--- src/rtl/fou_pkg.sv ---
// Shared types for the fence ordering unit.
// Assumes nothing beyond a single in-order request stream.
package fou_pkg;

    // Barrier sequencer state: open for requests, or draining for a fence
    typedef enum logic [0:0] {
        FS_OPEN  = 1'b0,
        FS_DRAIN = 1'b1
    } fence_st_t;

endpackage

--- src/rtl/fou_inflight_ctr.sv ---
// Up/down tally of data operations granted to memory but not yet completed.
// Assumes at most one grant and one completion per cycle. A completion seen
// at zero is dropped and reported on the stray output for one cycle.
module fou_inflight_ctr #(
    parameter int CNT_W = 6
) (
    input  logic             clk,
    input  logic             rst_n,
    input  logic             inc,
    input  logic             dec,
    output logic [CNT_W-1:0] count,
    output logic             is_zero,
    output logic             is_full,
    output logic             stray
);
    localparam logic [CNT_W-1:0] CNT_TOP = '1;

    logic [CNT_W-1:0] cnt_q;
    logic             dec_ok;

    // A completion only counts when something is in flight
    always_comb begin
        dec_ok  = dec && (cnt_q != '0);
        stray   = dec && (cnt_q == '0);
        is_zero = (cnt_q == '0);
        is_full = (cnt_q == CNT_TOP);
    end

    // Tally update: a grant and a completion together cancel
    always_ff @(posedge clk) begin
        if (!rst_n) begin
            cnt_q <= '0;
        end else begin
            case ({inc, dec_ok})
                2'b10:   cnt_q <= cnt_q + 1'b1;
                2'b01:   cnt_q <= cnt_q - 1'b1;
                default: cnt_q <= cnt_q;
            endcase
        end
    end

    assign count = cnt_q;
endmodule

--- src/rtl/fou_fence_seq.sv ---
// Barrier sequencer. An accepted fence closes the gate until the in-flight
// tally reads zero. The fence then retires with a one-cycle pulse, and the
// gate reopens during that pulse. Only one fence is held at a time, so fences
// retire in arrival order.
module fou_fence_seq
    import fou_pkg::*;
(
    input  logic clk,
    input  logic rst_n,
    input  logic fence_take,
    input  logic drained,
    output logic gate_open,
    output logic retire
);
    fence_st_t st_q;
    logic      retire_q;

    // Next state and retire pulse
    always_ff @(posedge clk) begin
        if (!rst_n) begin
            st_q     <= FS_OPEN;
            retire_q <= 1'b0;
        end else begin
            retire_q <= 1'b0;
            case (st_q)
                FS_OPEN: begin
                    if (fence_take) st_q <= FS_DRAIN;
                end
                FS_DRAIN: begin
                    if (drained) begin
                        st_q     <= FS_OPEN;
                        retire_q <= 1'b1;
                    end
                end
                default: st_q <= FS_OPEN;
            endcase
        end
    end

    // Gate is open whenever no fence is pending
    always_comb begin
        gate_open = (st_q == FS_OPEN);
    end

    assign retire = retire_q;
endmodule

--- src/rtl/fou_err_latch.sv ---
// Sticky flag: set by any one-cycle event, cleared only by reset.
module fou_err_latch (
    input  logic clk,
    input  logic rst_n,
    input  logic set,
    output logic flag
);
    logic flag_q;

    // Hold the flag once set
    always_ff @(posedge clk) begin
        if (!rst_n)   flag_q <= 1'b0;
        else if (set) flag_q <= 1'b1;
    end

    assign flag = flag_q;
endmodule

--- src/rtl/fence_order_unit.sv ---
// Fence ordering unit for one core's request stream.
// Data requests are granted while no fence is pending and the tally is not
// full. A fence is accepted when no fence is pending, and it blocks all
// requests until the in-flight tally drains. Assumes that the requester holds
// a request steady until op_ready, and that mem_done pulses once per finished
// data operation.
module fence_order_unit #(
    parameter int CNT_W = 6
) (
    input  logic             clk,
    input  logic             rst_n,
    input  logic             op_valid,
    input  logic             op_is_fence,
    output logic             op_ready,
    output logic             mem_issue,
    input  logic             mem_done,
    output logic             fence_done,
    output logic [CNT_W-1:0] inflight,
    output logic             underflow_err
);
    logic gate_open;
    logic tally_zero;
    logic tally_full;
    logic stray_done;
    logic fence_take;

    // Acceptance and grant decode
    always_comb begin
        op_ready   = op_valid && gate_open && (op_is_fence || !tally_full);
        mem_issue  = op_ready && !op_is_fence;
        fence_take = op_ready && op_is_fence;
    end

    fou_inflight_ctr #(.CNT_W(CNT_W)) u_ctr (
        .clk     (clk),
        .rst_n   (rst_n),
        .inc     (mem_issue),
        .dec     (mem_done),
        .count   (inflight),
        .is_zero (tally_zero),
        .is_full (tally_full),
        .stray   (stray_done)
    );

    fou_fence_seq u_seq (
        .clk        (clk),
        .rst_n      (rst_n),
        .fence_take (fence_take),
        .drained    (tally_zero),
        .gate_open  (gate_open),
        .retire     (fence_done)
    );

    fou_err_latch u_err (
        .clk   (clk),
        .rst_n (rst_n),
        .set   (stray_done),
        .flag  (underflow_err)
    );
endmodule

--- config.mk ---
export PLATFORM = sky130hd
export DESIGN_NAME = fence_order_unit
export DESIGN_NICKNAME = d
export VERILOG_FILES = /design/src/rtl/fou_pkg.sv /design/src/rtl/fou_inflight_ctr.sv /design/src/rtl/fou_fence_seq.sv /design/src/rtl/fou_err_latch.sv /design/src/rtl/fence_order_unit.sv
export SDC_FILE = /design/constraint.sdc
export NUM_CORES = 1
export LEC_CHECK = 0
export CAP_MARGIN = 20
export CORE_AREA = 2 2 39 41
export DETAILED_ROUTE_END_ITERATION = 10
export DIE_AREA = 0 0 41 43
export DONT_BUFFER_PORTS = 1
export SYNTH_ARGS = -nofsm -noshare
export SYNTH_HDL_FRONTEND = slang
export SYNTH_SLANG_ARGS = --single-unit
--- constraint.sdc ---
create_clock -name clk -period 3.4 [get_ports clk]
set_input_delay 0.51 -clock clk [delete_from_list [all_inputs] [get_ports clk]]
set_output_delay 0.51 -clock clk [all_outputs]
set_load 0.05 [all_outputs]
==> results.json <==
{
  "status": "finished clean",
  "ant_nets": 0,
  "globalRouteOverflowTotal": 0,
  "die_w_um": 41,
  "synth-edff-count": 0,
  "slowest_stage": "or4_4",
  "viasPerCell": 5.53,
  "mostFrequentLayoutCells": "9 x dfxtp_1, 7 x nand2_1, 6 x nor2_1, 6 x buf_4",
  "drt_iter0_drc": 11,
  "ir_worst_vdd_uv": 424,
  "dr_total_vias": 520,
  "avgSynthCellArea_um2": 8.54,
  "timing.fmax_mhz": 379,
  "dieArea_um2": 1760,
  "antenna_found_initial": 0,
  "synth_flop_cell": "dfxtp_1",
  "start_util": 0.432,
  "rows": 14,
  "hold_path_class": "in -> reg",
  "regArea_um2": 180,
  "max_stage_delay_ns": 0.50,
  "syn_to_final_growth_pct": 14.0,
  "post-place-cells": 90,
  "p_leak_nw": 0.279,
  "layout_commonest_cell": "dfxtp_1",
  "num-fill-cells": 137,
  "ios": 15,
  "worst_r2r_startpoint": "u_ctr.count[1]$_SDFFE_PN0P_",
  "tns_ns": 0,
  "yosysSeqAreaShare": 0.301,
  "hold_depth": 1,
  "drv_slew": 0,
  "setup_violations": 0,
  "r2r_setup_slack_ns": 0.76,
  "place_congestion": 0.761,
  "grt_pass1_wl_um": 2070,
  "cts_sinks": 9,
  "min_period_over_period": 0.776,
  "ys_seq_elements": 9,
  "syn-instance-count": 70,
  "grtUsageTotal": 0.175,
  "cts_tree": "done",
  "multiInputGateArea_um2": 392,
  "clk_latency_ns": 0.26,
  "required_ns": 3.57,
  "endpoint_kind": "register",
  "p_per_area_nw_per_um2": 1130,
  "worst-path-max-fanout": 7,
  "maxSlewHeadroom": 0.413,
  "post_cts_resized": 0,
  "io_buffer_count": 0,
  "crit_top_cell": "ha_1",
  "fin_skew_ns": 0.00735,
  "r2r_cells": 9,
  "first_global_vias": 516,
  "hold_buffers": 0,
  "core_area_um2": 1380,
  "diodes": 0,
  "worstPathCellList": "or4_4 > nor3_4 > nor2b_1 > ha_1 > ha_1 > a211oi_1 > o31a_1 > nor3_1 > a311oi_1",
  "remaining_drc_errors": 0,
  "async_flop_share": 0,
  "r2r-end": "u_ctr.count[5]$_SDFFE_PN0P_",
  "dr.pass1.iters": 3,
  "nNetsFinal": 90,
  "worst_hold_path.endpoint": "u_seq.st_q$_SDFF_PN0_",
  "min_period_ns": 2.64,
  "wl_um": 1240,
  "htreeDepth": 1,
  "cts_buffer_depth": 2,
  "path_clk_slew_ns": 0.06,
  "crit_type": "reg -> reg",
  "hold_viol": 0,
  "synth_cell_types": 32,
  "cts_root_buffer": "clkbuf_4",
  "drive_above_1_share": 0.179,
  "die_h_um": 43,
  "holdCritStartpoint": "rst_n",
  "post_cts_buffers": 0,
  "worstPathArrival_ns": 2.81,
  "grt_max_degree": 14,
  "syn_area_um2": 598,
  "cap_violations": 0,
  "synth_nets": 81,
  "yosysWarnings": 0,
  "critPathLaunchType": "register",
  "wl_per_cell_um": 13.2,
  "finalNonFillerCells": 94,
  "cts_buffers": 3,
  "worst_pin_slew_ns": 0.878,
  "rsz0062_at_grt": "false"
}
## per-stage QoR
step	cell area (um2)	setup slack [ns]	hold WS (ns)	utilization	total power, W
final	682	0.763	0.372	0.493	0.000768
after global routing	682	0.589	0.370	0.493	0.000839
after CTS	682	0.746	0.365	0.493	0.000774
after detailed placement	656	0.636	0.537	0.474	0.000689
after global placement	656	0.707	0.530	0.474	0.000686
after floorplan	598	0.717	0.511	-	0.000589
## critical path, delay by kind of cell, from the launching register on
family          cells  cell delay [ns]
simple gates        4             0.82
compound gates      3             0.77
fa+ha+maj           2             0.61
flops               1             0.35
## Yosys cell counts (2+ instances only)
cell type / number / share of area
ha_1: 5 / 0.10
o21ai_0: 2 / 0.017
xnor2_1: 2 / 0.029
nand4_1: 3 / 0.031
nand3_1: 2 / 0.017
dfxtp_1: 9 / 0.30
nand2_1: 7 / 0.044
a21oi_1: 2 / 0.017
and2_1: 4 / 0.042
nor2_1: 6 / 0.038
o211ai_1: 2 / 0.025
inv_1: 5 / 0.031
nor2b_1: 2 / 0.021
## worst max-delay path by stage
stage,endpoint,cells past startpoint,start
finish,u_ctr.count[5]$_SDFFE_PN0P_,9,u_ctr.count[1]$_SDFFE_PN0P_
global route,u_ctr.count[5]$_SDFFE_PN0P_,9,u_ctr.count[1]$_SDFFE_PN0P_
CTS,u_ctr.count[5]$_SDFFE_PN0P_,9,u_ctr.count[1]$_SDFFE_PN0P_
detailed placement,u_ctr.count[5]$_SDFFE_PN0P_,10,op_is_fence
global placement,u_ctr.count[5]$_SDFFE_PN0P_,10,op_is_fence
floorplan,u_ctr.count[5]$_SDFFE_PN0P_,9,u_ctr.count[4]$_SDFFE_PN0P_
## state kept, by name, indices dropped and copies added, names as in the netlist
register,cells
u_err.flag,1
u_seq.st_q,1
u_seq.retire,1
u_ctr.count,6
## routing by layer
layer | wire [um] | GRT usage | vias to the layer above | part of all wire
met1 | 555 | 0.198 | 240 | 0.45
met5 | 0 | 0 | - | 0
met4 | 19 | 0.120 | 0 | 0.015
li1 | - | - | 265 | -
met3 | 62 | 0.0314 | 2 | 0.050
met2 | 602 | 0.278 | 13 | 0.49
## where the power goes
| group | switching (W) | internal, W |
|---|---|---|
| combinational | 0.000311 | 0.000182 |
| clock | 0.0000354 | 0.0000451 |
| sequential | 0.0000528 | 0.000141 |
## layout make-up
type,count,area share
sequential,9,0.264
tap,16,0.0294
clock buffer,4,0.0385
inverter,5,0.0275
timing repair buffer,6,0.0661
multi-input combinational,54,0.574
## logic make-up (layout without fill, tap and decap cells)
logic type	count (synthesis)	in the layout	synth area share
AO/OA/AOI/OAI	12	12	0.144
XOR/XNOR	3	3	0.0439
adder cells (fa/ha/maj)	6	6	0.138
buffers and inverters	7	15	0.0439
flip-flops	9	9	0.301
multiplexers	1	1	0.0167
AND/OR/NAND/NOR	32	32	0.312
Power figures use the tool's default switching activity.
